$ cat config.mk
export PLATFORM = sky130hd
export DESIGN_NAME = tdm_slot_sched
export DESIGN_NICKNAME = d
export VERILOG_FILES = /design/src/rtl/tdm_sched_pkg.sv /design/src/rtl/tdm_init_seq.sv /design/src/rtl/tdm_slot_ram.sv /design/src/rtl/tdm_slot_cursor.sv /design/src/rtl/tdm_slot_sched.sv
export SDC_FILE = /design/constraint.sdc
export NUM_CORES = 2
export LEC_CHECK = 0
export BUFFER_PORTS_ARGS = -buffer_cell sky130_fd_sc_hd__buf_2
export CELL_PAD_IN_SITES_DETAIL_PLACEMENT = 0
export CELL_PAD_IN_SITES_GLOBAL_PLACEMENT = 1
export CORE_UTILIZATION = 56
export CTS_CLUSTER_SIZE = 20
export DETAILED_ROUTE_END_ITERATION = 16
export PLACE_DENSITY_LB_ADDON = 0.1
export SLEW_MARGIN = 20
export SYNTH_ARGS = -nofsm -noshare
export SYNTH_HDL_FRONTEND = slang
export SYNTH_SLANG_ARGS = --single-unit
$ cat constraint.sdc
create_clock -name clk_i -period 69.3 [get_ports clk_i]
set_input_delay 6.93 -clock clk_i [delete_from_list [all_inputs] [get_ports clk_i]]
set_output_delay 6.93 -clock clk_i [all_outputs]
set_load 0.05 [all_outputs]
$ cat src/rtl/tdm_sched_pkg.sv
package tdm_sched_pkg;
  localparam int CODE_W    = 3;
  localparam int NUM_PORTS = 6;

  typedef logic [CODE_W-1:0]    code_t;
  typedef logic [NUM_PORTS-1:0] ready_t;

  localparam code_t FILL_CODE = code_t'(7);

  // default image, computed rather than stored
  function automatic code_t default_code(input int unsigned idx);
    return code_t'(idx % 8);
  endfunction

  // a slot whose port is not ready becomes fill, never another port
  function automatic code_t resolve(input code_t c, input ready_t rdy);
    code_t r;
    r = FILL_CODE;
    for (int p = 0; p < NUM_PORTS; p++) begin
      if (c == code_t'(p) && rdy[p]) r = c;
    end
    return r;
  endfunction
endpackage

$ cat src/rtl/tdm_init_seq.sv
module tdm_init_seq
  import tdm_sched_pkg::*;
#(
  parameter int NUM_SLOTS = 1300,
  localparam int IDX_W    = $clog2(NUM_SLOTS)
) (
  input  logic             clk_i,
  input  logic             rst_ni,
  output logic             busy_o,
  output logic [IDX_W-1:0] wr_addr_o,
  output code_t            wr_code_o
);
  localparam logic [IDX_W-1:0] LAST = IDX_W'(NUM_SLOTS - 1);

  logic [IDX_W-1:0] cnt_q;
  logic             busy_q;

  always_ff @(posedge clk_i or negedge rst_ni) begin
    if (!rst_ni) begin
      cnt_q  <= '0;
      busy_q <= 1'b1;
    end else if (busy_q) begin
      if (cnt_q == LAST) busy_q <= 1'b0;
      else               cnt_q  <= cnt_q + 1'b1;
    end
  end

  assign busy_o    = busy_q;
  assign wr_addr_o = cnt_q;
  assign wr_code_o = default_code(32'(cnt_q));
endmodule

$ cat src/rtl/tdm_slot_ram.sv
module tdm_slot_ram
  import tdm_sched_pkg::*;
#(
  parameter int NUM_SLOTS = 1300,
  localparam int IDX_W    = $clog2(NUM_SLOTS)
) (
  input  logic             clk_i,
  input  logic             we_i,
  input  logic [IDX_W-1:0] wr_addr_i,
  input  code_t            wr_code_i,
  input  logic [IDX_W-1:0] rd_addr_i,
  output code_t            rd_code_o
);
  code_t mem_q [NUM_SLOTS];

  always_ff @(posedge clk_i) begin
    if (we_i) mem_q[wr_addr_i] <= wr_code_i;
  end

  // read sees the value before any same-edge write
  assign rd_code_o = mem_q[rd_addr_i];
endmodule

$ cat src/rtl/tdm_slot_cursor.sv
module tdm_slot_cursor #(
  parameter int NUM_SLOTS = 1300,
  localparam int IDX_W    = $clog2(NUM_SLOTS)
) (
  input  logic             clk_i,
  input  logic             rst_ni,
  input  logic             advance_i,
  output logic [IDX_W-1:0] idx_o
);
  localparam logic [IDX_W-1:0] LAST = IDX_W'(NUM_SLOTS - 1);

  logic [IDX_W-1:0] idx_q;

  always_ff @(posedge clk_i or negedge rst_ni) begin
    if (!rst_ni)        idx_q <= '0;
    else if (advance_i) idx_q <= (idx_q == LAST) ? '0 : idx_q + 1'b1;
  end

  assign idx_o = idx_q;
endmodule

$ cat src/rtl/tdm_slot_sched.sv
module tdm_slot_sched
  import tdm_sched_pkg::*;
#(
  parameter int NUM_SLOTS = 1300,
  localparam int IDX_W    = $clog2(NUM_SLOTS)
) (
  input  logic             clk_i,
  input  logic             rst_ni,
  input  logic             slot_tick_i,
  input  logic [5:0]       port_ready_i,
  input  logic             cmd_we_i,
  input  logic [IDX_W-1:0] cmd_addr_i,
  input  logic [2:0]       cmd_code_i,
  output logic             grant_valid_o,
  output logic [2:0]       grant_code_o,
  output logic [IDX_W-1:0] grant_slot_o
);
  localparam logic [IDX_W:0] SLOT_LIM = (IDX_W+1)'(NUM_SLOTS);

  logic             init_busy;
  logic [IDX_W-1:0] init_addr;
  code_t            init_code;
  logic [IDX_W-1:0] cur_idx;
  code_t            rd_code;
  logic             cmd_ok;
  logic             ram_we;
  logic [IDX_W-1:0] ram_addr;
  code_t            ram_code;
  logic             advance;

  tdm_init_seq #(.NUM_SLOTS(NUM_SLOTS)) u_init (
    .clk_i, .rst_ni,
    .busy_o(init_busy), .wr_addr_o(init_addr), .wr_code_o(init_code)
  );

  // load owns the write port; commands outside the table are dropped
  assign cmd_ok   = cmd_we_i && !init_busy && ({1'b0, cmd_addr_i} < SLOT_LIM);
  assign ram_we   = init_busy || cmd_ok;
  assign ram_addr = init_busy ? init_addr : cmd_addr_i;
  assign ram_code = init_busy ? init_code : code_t'(cmd_code_i);

  tdm_slot_ram #(.NUM_SLOTS(NUM_SLOTS)) u_ram (
    .clk_i, .we_i(ram_we), .wr_addr_i(ram_addr), .wr_code_i(ram_code),
    .rd_addr_i(cur_idx), .rd_code_o(rd_code)
  );

  assign advance = slot_tick_i && !init_busy;

  tdm_slot_cursor #(.NUM_SLOTS(NUM_SLOTS)) u_cursor (
    .clk_i, .rst_ni, .advance_i(advance), .idx_o(cur_idx)
  );

  always_ff @(posedge clk_i or negedge rst_ni) begin
    if (!rst_ni) begin
      grant_valid_o <= 1'b0;
      grant_code_o  <= FILL_CODE;
      grant_slot_o  <= '0;
    end else begin
      grant_valid_o <= slot_tick_i;
      if (slot_tick_i) begin
        if (init_busy) begin
          grant_code_o <= FILL_CODE;
          grant_slot_o <= '0;
        end else begin
          grant_code_o <= resolve(rd_code, port_ready_i);
          grant_slot_o <= cur_idx;
        end
      end
    end
  end
endmodule

## Word-level counts from Yosys, hierarchy flattened

Memories as Yosys holds them, arrays and structs flattened.
Cells that the tools add are included.

- Word-level logic and storage cells: 46
- Bits of input ports: 24
- Register bits: 38
- Output and inout port bits: 15
- Memories: 1
- RAM bits: 3900

- Order comparisons: 1
- Reductions and logical operators: 13
- Bitwise gates (word level): 1
- Mux-type cells: 15
- Equal/unequal tests: 7
- Add/subtract/negate cells: 2

Memories:

| name | words | width | read ports | clocked after Yosys merged registers in | write ports | line | text |
|---|---|---|---|---|---|---|---|
| u_ram.mem_q | 1300 | 3 | 1 | 0 | 1 | tdm_slot_ram.sv:14 | `code_t mem_q [NUM_SLOTS];` |

Operators by type and width:

| operator | count |
|---|---|
| $mux W11 | 3 |
| $mux W3 | 8 |
| $add A11 B1 Y11 const B | 2 |
| $eq A11 B11 Y1 const B | 2 |
| $lt A11 B11 Y1 const B | 1 |
| $logic_and A1 B1 Y1 | 9 |
| $eq A3 B2 Y1 const B | 2 |
| $eq A3 B3 Y1 const B | 2 |
| $mux W1 | 4 |
| $eq A3 B1 Y1 const B | 1 |
| $logic_not A3 Y1 | 1 |
| $reduce_and A2 Y1 | 1 |
| $logic_not A1 Y1 | 1 |
| $logic_or A1 B1 Y1 | 1 |
| $not A1 Y1 | 1 |

## Longest topological paths before layout

An unclocked memory read counts as a cell.

- Depth in word-level cells: 10
- Mapped depth: 18
- Mapped depth without buffers: 10

## Cells and area by module

Synthesis repeated with hierarchy kept, for this count alone.

- Cell total of the unflattened synthesis: 8270
- Area total of the unflattened synthesis: 156921.8 µm²

By module, submodules not included:

| module | instances | cells an instance | seq. area each (µm²) | area an instance (µm²) |
|---|---|---|---|---|
| tdm_slot_ram | 1 | 8075 | 117112.3 | 154848.5 |
| tdm_slot_sched | 1 | 91 | 379.1 | 912.1 |
| tdm_init_seq | 1 | 49 | 301.5 | 593.1 |
| tdm_slot_cursor | 1 | 55 | 275.3 | 568.0 |

## Worst setup path before layout

OpenSTA, ideal clock, no wires.

- Path kind: input port to flip-flop
- From: in cmd_code_i[0]
- To: mem u_ram.mem_q[0][0] in the netlist's numbering, data pin
- Required time: 59035 ps
- Slack: 2050 ps
- Stages: 2
- Setup time: 10265 ps
- Data arrival time: 56986 ps
- Path buffers: 0
- Path through: inv_1 o21ai_0

- Cells in the longest elaborated chain, start to end: 1

Ends and longest elaborated chain:

| what | line | text |
|---|---|---|
| start: declaration | tdm_slot_sched.sv:13 | `input logic [2:0] cmd_code_i,` |
| $mux W3 | tdm_slot_sched.sv:40 | `assign ram_code = init_busy ? init_code : code_t'(cmd_code_i);` |
| named net ram_code[0] | tdm_slot_sched.sv:28 | `code_t ram_code;` |
| end: declaration | tdm_slot_ram.sv:14 |  |

The timed path passes the listed nets, and every way through them passes these cells.

## Worst setup path in the final report

- From: in cmd_code_i[2]
- To: mem u_ram.mem_q[1206][2] in the netlist's numbering, data pin

Same word-level chain as after synthesis.

==> out/results.tsv <==
stage	metric	value	unit
yosys	synth_edf_count	3900	
detailed_routing	drt_wl_total	483	mm
yosys	synth-seq-cells	3938	
finish	fill_cells	19500	
yosys	ys_seq_area_frac	0.749	
worst_hold_path	hold_class	reg -> reg	
power	p_comb_frac	0.225	
yosys	ys_warn_count	0	
timing	relSlewSlack	0.161	
clock_tree	cts.sinks	3938	
detailed_routing	wl_met2	223	mm
clock_tree	clk_pin_slew	60	ps
finish	stdcell_count	12500	
detailed_routing	drtIter0Drc	12400	
clock_tree	cts_resized	0	
power	seqPwrFrac	0.426	
placement	routabilityCongestion	0.886	
finish	final_core_util	0.627	
yosys	async_reset_ff_frac	0.00965	
global_route	antenna_found_initial	40	
yosys	synth_flop_cell	edfxtp_1	
timing	finalClockSkew	50.6	ps
yosys	ys_types	84	
global_route	grt_max_degree	213	
status	violations	design-rule violations	
floorplan	core_area	280000	um^2
detailed_routing	ant_nets	0	
clock_tree	clk-insertion-delay-late	970	ps
clock_tree	h-tree-depth	5	
floorplan	die-area	284000	um^2
floorplan	initial_core_util	0.564	
yosys	syn_area	158000	um^2
timing	clock.fmax	0.0907	GHz
setup_path	arrival	11690	ps
timing	setup_tns	0	ps
detailed_routing	drc_errors	2	
finish	area_growth	11.1	%
floorplan	io_pins	39	
timing	period_share	0.159	
timing	hold_viol	0	
floorplan	die_width	533	um
clock_tree	post-cts-setup-buffers	0	
detailed_routing	num_vias	86100	
setup_path	critPathMaxFanout	104	
finish	multi_input_area	36800	um^2
clock_tree	clockRootBuffer	clkbuf_16	
finish	mostFrequentLayoutCell	edfxtp_1	
floorplan	rows	194	
placement	numPortBuffers	38	
yosys	syn_inst	8360	
detailed_routing	wl_met3	58.7	mm
placement	placedCellCount	11800	
clock_tree	cts_buffers	395	
detailed_routing	top_layer	met5	
timing	rsz0062_at_grt	no	
yosys	syn_avg_cell_area	18.9	um^2
detailed_routing	routed_via_density	6.87	
floorplan	die_h	533	um
power	pwr-share-clk	0.349	
detailed_routing	wl_per_cell	38.6	um
setup_path	critPathKind	in -> reg	
detailed_routing	wl_met1	177	mm
timing	worst-slew-pin-transition	1260	ps
timing	drv_slew	0	
power	power.total	6210	uW
finish	seqCellArea	118000	um^2
power	switchingPower	1910	uW
power	p_leak	0.0534	uW
global_route	track_usage	0.342	
placement	dpl.hpwl	290	mm
setup_path	cp.required	69970	ps
power	swShare	0.308	
timing	fin_crit	11020	ps
finish	drive_gt1_frac	0.223	
global_route	overflow	0	
power	internal_power	4300	uW
run	cap_violations	0	
detailed_routing	firstDrtPassIters	8	
power	power_density	35.4	nW/um^2
setup_path	start_kind	input port	
clock_tree	cts_buffer_depth	4	
timing	setup_viol	0	
global_route	grt_pass1_wl	671	mm
finish	nets	8485	
finish	final_cell_mix	3,900 x edfxtp_1, 1,376 x nor2_1, 923 x mux4_2	
setup_path	endpoint_kind	flop	
clock_tree	cts_hold_buf	0	
power	peakVddDrop	0.0000264	V
status	status	complete, but fails checks	
clock_tree	cts_tree	yes	
global_route	first_global_vias	84900	
yosys	syn_nets	8386	
==> sequential cells by signal (all words and copies together) (netlist names) <==
name	flops
u_ram.mem_q	3900
u_init.busy_o	1
u_init.wr_addr_o	11
grant_code_o	3
u_cursor.idx_o	11
grant_valid_o	1
grant_slot_o	11
==> area by class of cell <==
type | instances | share of cell area
clock inverter | 249 | 0.0151
multi-input combinational | 3781 | 0.210
antenna | 15 | 0.000214
timing repair buffer | 315 | 0.0137
clock buffer | 486 | 0.0594
sequential | 3938 | 0.674
tap | 3724 | 0.0266
inverter | 28 | 0.000664
==> through the flow <==
step           hold WS, ps  area, um^2  setup slack (ps)
2_1_floorplan          453      158000              2050
3_3_place_gp           482      162000             57140
3_5_place_dp           485      162000             57020
4_1_cts                493      175000             58040
5_1_grt                522      175000             58020
6_report               493      175000             58280
==> metal layers <==
metal / track usage / vias up
met5: 0 / -
met4: 0.149 / 20
met3: 0.0876 / 1038
met2: 0.519 / 5686
met1: 0.474 / 45500
li1: - / 33900
==> cells by family (layout without fill, tap and decap cells) <==
| logic type | Yosys count | in the layout | synth area share |
|---|---|---|---|
| multiplexers | 1198 | 1198 | 0.150 |
| flip-flops | 3938 | 3938 | 0.749 |
| AO/OA/AOI/OAI | 641 | 641 | 0.0284 |
| XOR/XNOR | 17 | 17 | 0.000944 |
| buffers and inverters | 641 | 1078 | 0.0221 |
| adder cells (fa/ha/maj) | 2 | 2 | 0.000159 |
| AND/OR/NAND/NOR | 1923 | 1923 | 0.0496 |
| other | 0 | 15 | 0 |
==> Yosys cell counts, types with 19 or more instances <==
master / count / area [um^2]
a221oi_1: 26 / 228
dfrtp_1: 34 / 851
edfxtp_1: 3900 / 117000
a31oi_1: 39 / 244
buf_1: 58 / 218
buf_6: 57 / 642
nor3_1: 35 / 175
nor2_1: 1395 / 5240
buf_2: 104 / 521
nand2b_1: 19 / 119
nand3b_1: 21 / 158
nor2b_1: 19 / 119
o221ai_1: 44 / 385
inv_1: 26 / 97.6
nor4_1: 21 / 131
mux2_2: 32 / 360
nand2_1: 258 / 968
mux2i_1: 236 / 2360
o22ai_1: 71 / 444
buf_4: 56 / 420
a21oi_1: 115 / 576
nand3_1: 83 / 415
clkbuf_1: 314 / 1180
o21ai_0: 60 / 300
mux4_2: 923 / 20800
a22oi_1: 140 / 1050
a211oi_1: 28 / 210
==> power by group through the flow <==
stage | Combinational (uW) | Clock (uW) | Sequential [uW]
floorplan | 731 | 0 | 2790
global placement | 1350 | 0 | 2690
detailed placement | 1360 | 0 | 2700
CTS | 1360 | 2180 | 2640
global route | 1400 | 2270 | 2640
finish | 1390 | 2170 | 2650
==> critical path, cell delays in order <==
cell and delay (ps):
buf_2 70, inv_1 60, o21ai_4 120, buf_4 740, buf_4 690, buf_4 660, buf_4 790, buf_6 710
buf_4 650
==> path summary, 6_finish.rpt <==
check                                  startpoint                   end  slack, ps  depth (start not counted)
min in group asynchronous                  rst_ni       grant_slot_o[4]       6120                          2
worst min register to register    grant_code_o[2]       grant_code_o[2]        490                          2
worst max register to register  u_cursor.idx_o[1]       grant_code_o[1]      61900                         15
max in group asynchronous                  rst_ni     u_cursor.idx_o[2]      62440                          2
worst max-delay path                cmd_code_i[2]  u_ram.mem_q[1206][2]      58280                          9
worst min-delay path              grant_code_o[2]       grant_code_o[2]        490                          2
Power figures use the tool's default switching activity.
